$ cat src/rtl/adc_fmt_bridge.sv
module adc_fmt_bridge #(
  parameter int DEPTH = 4
) (
  input  logic        clk,
  input  logic        rst_n,
  input  logic        mode_sel,
  output logic        mode_act,
  input  logic        smp_valid,
  input  logic [11:0] smp_data,
  output logic        fifo_req,
  input  logic        fifo_ack,
  output logic [15:0] fifo_word,
  output logic        ovf_flag,
  input  logic        ovf_clr,
  input  logic        flt_valid,
  input  logic [15:0] flt_data,
  output logic        dac_valid,
  output logic [7:0]  dac_code
);
  localparam int PW = (DEPTH > 1) ? $clog2(DEPTH) : 1;
  localparam int CW = $clog2(DEPTH + 1);

  logic [15:0]   mem [DEPTH];
  logic [PW-1:0] wr_ptr, rd_ptr;
  logic [CW-1:0] count;
  logic          unused_lo;

  wire empty = (count == '0);
  wire full  = (count == CW'(DEPTH));
  wire pop   = fifo_ack && !empty;
  wire push  = smp_valid && (!full || pop);

  wire [15:0] in_word = mode_act ? {~smp_data[11], smp_data[10:0], 4'b0000}
                                 : {1'b0, smp_data, 3'b000};
  wire [7:0]  out_byte = mode_act ? {~flt_data[15], flt_data[14:8]}
                                  : flt_data[15:8];

  wire [PW-1:0] wr_nxt = (wr_ptr == PW'(DEPTH - 1)) ? '0 : wr_ptr + 1'b1;
  wire [PW-1:0] rd_nxt = (rd_ptr == PW'(DEPTH - 1)) ? '0 : rd_ptr + 1'b1;

  assign fifo_req  = !empty;
  assign fifo_word = mem[rd_ptr];
  assign unused_lo = ^flt_data[7:0];

  always_ff @(posedge clk)
    if (push) mem[wr_ptr] <= in_word;

  always_ff @(posedge clk) begin
    if (!rst_n) begin
      wr_ptr    <= '0;
      rd_ptr    <= '0;
      count     <= '0;
      ovf_flag  <= 1'b0;
      mode_act  <= 1'b0;
      dac_valid <= 1'b0;
      dac_code  <= 8'h00;
    end else begin
      if (push) wr_ptr <= wr_nxt;
      if (pop)  rd_ptr <= rd_nxt;
      count <= count + CW'(push) - CW'(pop);
      if (smp_valid && !push) ovf_flag <= 1'b1;
      else if (ovf_clr)       ovf_flag <= 1'b0;
      if (empty && !smp_valid) mode_act <= mode_sel;
      dac_valid <= flt_valid;
      if (flt_valid) dac_code <= out_byte;
    end
  end
endmodule

$ cat config.mk
export PLATFORM = sky130hd
export DESIGN_NAME = adc_fmt_bridge
export DESIGN_NICKNAME = d
export VERILOG_FILES = /design/src/rtl/adc_fmt_bridge.sv
export SDC_FILE = /design/constraint.sdc
export NUM_CORES = 1
export LEC_CHECK = 0
export BUFFER_PORTS_ARGS = -buffer_cell sky130_fd_sc_hd__buf_4
export CORE_ASPECT_RATIO = 1.1
export CORE_MARGIN = 4
export CORE_UTILIZATION = 58
export CTS_CLUSTER_DIAMETER = 100
export DETAILED_ROUTE_END_ITERATION = 7
export PLACE_DENSITY = 0.84
export SETUP_SLACK_MARGIN = 0.02
export SYNTH_ARGS = -nofsm -noshare
export SYNTH_HDL_FRONTEND = slang
export SYNTH_SLANG_ARGS = --single-unit
$ cat constraint.sdc
create_clock -name clk -period 5.91 [get_ports clk]
set_clock_uncertainty 0.2 [all_clocks]
set_input_delay 0.2955 -clock clk [delete_from_list [all_inputs] [get_ports clk]]
set_output_delay 0.2955 -clock clk [all_outputs]
set_load 0.01 [all_outputs]
### Yosys cells after proc, flatten, opt, wreduce, memory -nomap -nowiden

Memory sizes are Yosys's and may differ from the RTL's. A register that Yosys moved wholly into a read port is not among the register bits.
Index checks and enable logic that the tools add are counted.

* input bits: 35
* RAM bits: 64
* memories: 1
* output and inout bits: 28
* register bits: 18

Memory list
* mem: words 4, width 16, read ports 1, clocked after memory_dff 1, write ports 1, RTL line 23 `logic [15:0] mem [DEPTH];`

* equal/unequal tests: 3
* reductions and logical operators: 11
* bitwise logic cells: 2
* add/sub/neg operators: 4
* multiplexer cells: 10

Operators by type and width (count)
* 16-bit 2-to-1 mux: 1
* 2-bit 2-to-1 mux: 4
* 8-bit 2-to-1 mux: 1
* 2-bit by 1-bit adder with 2-bit output, second input constant: 2
* 2-bit equality test, second input constant: 2
* 1-bit logical AND: 4
* 1-bit zero test: 4
* 1-bit 2-to-1 mux: 4
* 3-bit by 1-bit adder with 3-bit output: 1
* 3-bit equality test, second input constant: 1
* 3-bit zero test: 1
* 3-bit by 1-bit subtractor with 3-bit output: 1
* 1-bit NOT: 2
* 2-bit nonzero test: 1
* 1-bit logical OR: 1

### Depth between registers and ports, before layout

* depth after elaboration: 8
* mapped depth: 10
* gate-level depth less buffers: 10

### Worst setup path before layout

OpenSTA, ideal clock, no wires.

* kind: register to register
* from: reg count[1]
* to: reg count[2]
* period minus slack after synthesis: 2.280 ns
* cell stages (with the launch flop): 11
* buffers on the path: 0
* arrival: 1.965 ns
* required time: 5.595 ns
* slack: 3.630 ns
* cells stage by stage: dfxtp_1 -> nor4b_1 -> nor2_1 -> inv_1 -> ha_1 -> inv_1 -> ha_1 -> fa_1 -> xnor2_1 -> xnor2_1 -> and2_1

* cells in the longest elaborated chain, start to end: 7

RTL lines
* start, declared: RTL line 25 `logic [CW-1:0] count;`
* start signal, assigned: RTL line 60 `count <= count + CW'(push) - CW'(pop);`
* 3-bit zero test: RTL line 28 `wire empty = (count == '0);`
* 1-bit zero test: RTL line 30 `wire pop = fifo_ack && !empty;`
* 1-bit logical AND: RTL line 30
* 1-bit logical OR: RTL line 31 `wire push = smp_valid && (!full || pop);`
* 1-bit logical AND: RTL line 31
* 3-bit by 1-bit adder with 3-bit output: RTL line 60
* 3-bit by 1-bit subtractor with 3-bit output (*): RTL line 60

Every way passes the cells marked *; elsewhere a longest branch is shown, timed or not.
A chain may end at the register's enable or synchronous reset.

==> impl_metrics.env <==
export IMPL_hold_buffers=1
export IMPL_dr_wl_met3_um=317
export IMPL_routedWlPerCell_um=17.61
export IMPL_layout_nets=274
export IMPL_p_int_w=0.0009486
export IMPL_path_clk_slew_ns=0.06
export IMPL_final_hold_viol_count=0
export IMPL_max_stage_delay_ns=0.91
export IMPL_worst_pin_slew_ns=0.8895
export IMPL_postSynthCellCount=176
export IMPL_worstPathRequired_ns=5.41
export IMPL_clkPwrFrac=0.248
export IMPL_met1Wirelength_um=2093
export IMPL_status="finished clean"
export IMPL_ys_warn_count=0
export IMPL_drtAntennaViolNets=0
export IMPL_yosys_top_cells_count="edfxtp_1, dfxtp_1, mux4_2"
export IMPL_io_buffers=51
export IMPL_cts_sinks=72
export IMPL_gp_congestion=0.7449
export IMPL_netlist_top_cell_by_area="edfxtp_1"
export IMPL_die_h_um=82.77
export IMPL_period_share=0.4264
export IMPL_cts_buffers=9
export IMPL_netlist_top_cells_area="edfxtp_1, dfxtp_1, mux4_2, mux2_2, ha_1"
export IMPL_critical_path_endpoint="fifo_word[4]"
export IMPL_insertion_delay_ns=0.33
export IMPL_dieArea_mm2=0.006288
export IMPL_syn_to_final_growth_pct=19.52
export IMPL_cts_root_buffer="clkbuf_8"
export IMPL_start_kind="flip-flop"
export IMPL_worstSetupPathType="flip-flop to output pin"
export IMPL_fin_util=0.7368
export IMPL_drc=0
export IMPL_p_seq_frac=0.517
export IMPL_nFillCells=321
export IMPL_cts_tree="done"
export IMPL_synth_area_mm2=0.002948
export IMPL_cp_end_kind="output pin"
export IMPL_max_cap_viol_count=0
export IMPL_dieWidth_um=75.98
export IMPL_worstPathMaxFanout=13
export IMPL_ir_worst_vdd_uv=208.9
export IMPL_antenna_found_initial=0
export IMPL_synth_most_common_cell="edfxtp_1"
export IMPL_slew_headroom=0.4062
export IMPL_p_per_area_mw_per_mm2=364.2
export IMPL_vias=1635
export IMPL_post_cts_buffers=0
export IMPL_finalCriticalPeriod_ns=2.520
export IMPL_post_place_cells=275
export IMPL_syn_area_per_cell_um2=16.75
export IMPL_synthArstFlopShare=0
export IMPL_core_mm2=0.004782
export IMPL_rsz0062_at_grt="false"
export IMPL_finalNonFillerCells=292
export IMPL_slowest_stage="dfxtp_1"
export IMPL_holdCritPathClass="input pin to flip-flop"
export IMPL_drtPass1Iterations=4
export IMPL_r2r_end="count[2]$_SDFF_PN0_"
export IMPL_grt_max_degree=23
export IMPL_p_leak_nw=1.335
export IMPL_antenna_cells=0
export IMPL_reg2reg_setup_slack_ns=3.42
export IMPL_htreeDepth=3
export IMPL_vias_per_cell=5.599
export IMPL_io_pins=63
export IMPL_synth_edf_count=52
export IMPL_ys_ff_latch=72
export IMPL_post_synth_num_cell_types=29
export IMPL_gr_total_overflow=0
export IMPL_setup_viol=0
export IMPL_drt_iter0_drc=134
export IMPL_ys_seq_area_frac=0.6655
export IMPL_drive_gt1_frac=0.3941
export IMPL_swShare=0.2608
export IMPL_final_setup_tns_ns=0
export IMPL_top_layer="met4"
export IMPL_r2r_start="count[2]$_SDFF_PN0_"
export IMPL_yosysTopAreaCellShare=0.5297
export IMPL_arrival_ns=2.02
export IMPL_dp_final_hpwl_um=3618
export IMPL_wirelength_um=5141
export IMPL_grt_pass1_vias=1756
export IMPL_cts_buffer_depth=2
export IMPL_power_switching_w=0.0003347
export IMPL_grt_pass1_wl_um=8424
export IMPL_fmax_ghz=0.3968
export IMPL_initial_core_util=0.6164
export IMPL_post_cts_resized=0
export IMPL_route_met2_wl_um=2661
export IMPL_rr_worst_depth=10
export IMPL_drv_slew=0
export IMPL_synth_flop_cell="edfxtp_1"
export IMPL_comb_power_share=0.235
export IMPL_floorplan_rows=26
export IMPL_grt_usage=0.1766
export IMPL_crit_chain="mux4_2, buf_4"
## kinds of logic after synthesis
logic type / after synthesis / share of synthesized area
AO/OA/AOI/OAI: 8 / 0.02037
AND/OR/NAND/NOR: 34 / 0.07003
other: 1 / 0.001272
flip-flops: 72 / 0.6655
multiplexers: 32 / 0.1685
XOR/XNOR: 3 / 0.008915
adder cells (fa/ha/maj): 8 / 0.03650
buffers and inverters: 18 / 0.02886
## cells in the final DEF, fill, tap and decap left out
cell type | synthesis | routed
a21boi_1 | 1 | 1
and2_1 | 5 | 5
and3_2 | 4 | 4
buf_4 | 4 | 51
clkbuf_1 | 4 | 5
clkbuf_8 | 0 | 10
clkinv_1 | 0 | 1
conb_1 | 1 | 3
dfxtp_1 | 20 | 20
dlygate4sd3_1 | 0 | 1
edfxtp_1 | 52 | 52
fa_1 | 1 | 1
ha_1 | 7 | 7
inv_1 | 8 | 8
mux2_2 | 11 | 11
mux2i_1 | 8 | 8
mux4_2 | 13 | 13
nand2_1 | 6 | 6
nand3_1 | 3 | 3
nor2_1 | 2 | 2
nor2b_1 | 9 | 9
nor4_1 | 1 | 1
nor4b_1 | 1 | 1
o211a_1 | 1 | 1
o21ai_0 | 4 | 4
o22ai_2 | 1 | 1
o31a_2 | 1 | 1
or3_2 | 1 | 1
or4_1 | 1 | 1
or4b_4 | 1 | 1
xnor2_1 | 3 | 3
## final cells by class
cell class                 count  area [um2]  area share
clock inverter                 1       3.754    0.001065
sequential                    72        1962      0.5568
tap                           56       70.07     0.01989
multi-input combinational     88       908.4      0.2578
timing repair buffer          52       392.9      0.1115
clock buffer                  15       156.4     0.04439
inverter                       8       30.03    0.008523
## routing by layer
metal,vias up,global-route usage
li1,763,-
met5,-,0
met3,7,0.04428
met2,57,0.3074
met1,808,0.2082
met4,0,0.08363
## critical path, delay by kind of cell (launching register included)
kind | cells | cell delay (ns)
DFF | 1 | 0.91
muxes | 1 | 0.63
buffers and inverters | 1 | 0.16
## through the flow
stage,hold slack [ns],total power (W),worst slack (ns),cell area [um2]
after global placement,0.2817,0.0009654,3.477,3353
after global routing,0.04060,0.001355,3.200,3523
after detailed placement,0.3043,0.0009809,3.429,3353
final,0.03148,0.001283,3.390,3523
after floorplan,0.2259,0.0008579,3.630,2955
after CTS,0.02224,0.001299,3.306,3523
## sequential cells by signal (all words and copies together) (netlist names), named ones only
name and count:
mem 52, dac_code 8, count 3, rd_ptr 2
wr_ptr 2, dac_valid 1, mode_act 1, ovf_flag 1
## power groups by stage
stage | Combinational (W) | Clock [W] | Sequential [W]
2_1_floorplan | 0.000216 | 0 | 0.000642
3_3_place_gp | 0.000295 | 0 | 0.000670
3_5_place_dp | 0.000305 | 0 | 0.000676
4_1_cts | 0.000307 | 0.000328 | 0.000665
5_1_grt | 0.000331 | 0.000350 | 0.000674
6_report | 0.000302 | 0.000318 | 0.000663
## worst min path at each step
| stage | startpoint | endpoint | depth (start not counted) |
|---|---|---|---|
| after global placement | wr_ptr[1]$_SDFFE_PN0P_ | wr_ptr[1]$_SDFFE_PN0P_ | 2 |
| after CTS | flt_data[14] | dac_code[6]$_SDFFE_PN0P_ | 3 |
| after global routing | flt_data[13] | dac_code[5]$_SDFFE_PN0P_ | 3 |
| final | flt_data[8] | dac_code[0]$_SDFFE_PN0P_ | 3 |
| after floorplan | mode_sel | mode_act$_SDFFE_PN0P_ | 2 |
| after detailed placement | dac_code[7]$_SDFFE_PN0P_ | dac_code[7]$_SDFFE_PN0P_ | 1 |
(Power assumes the default switching activity.)
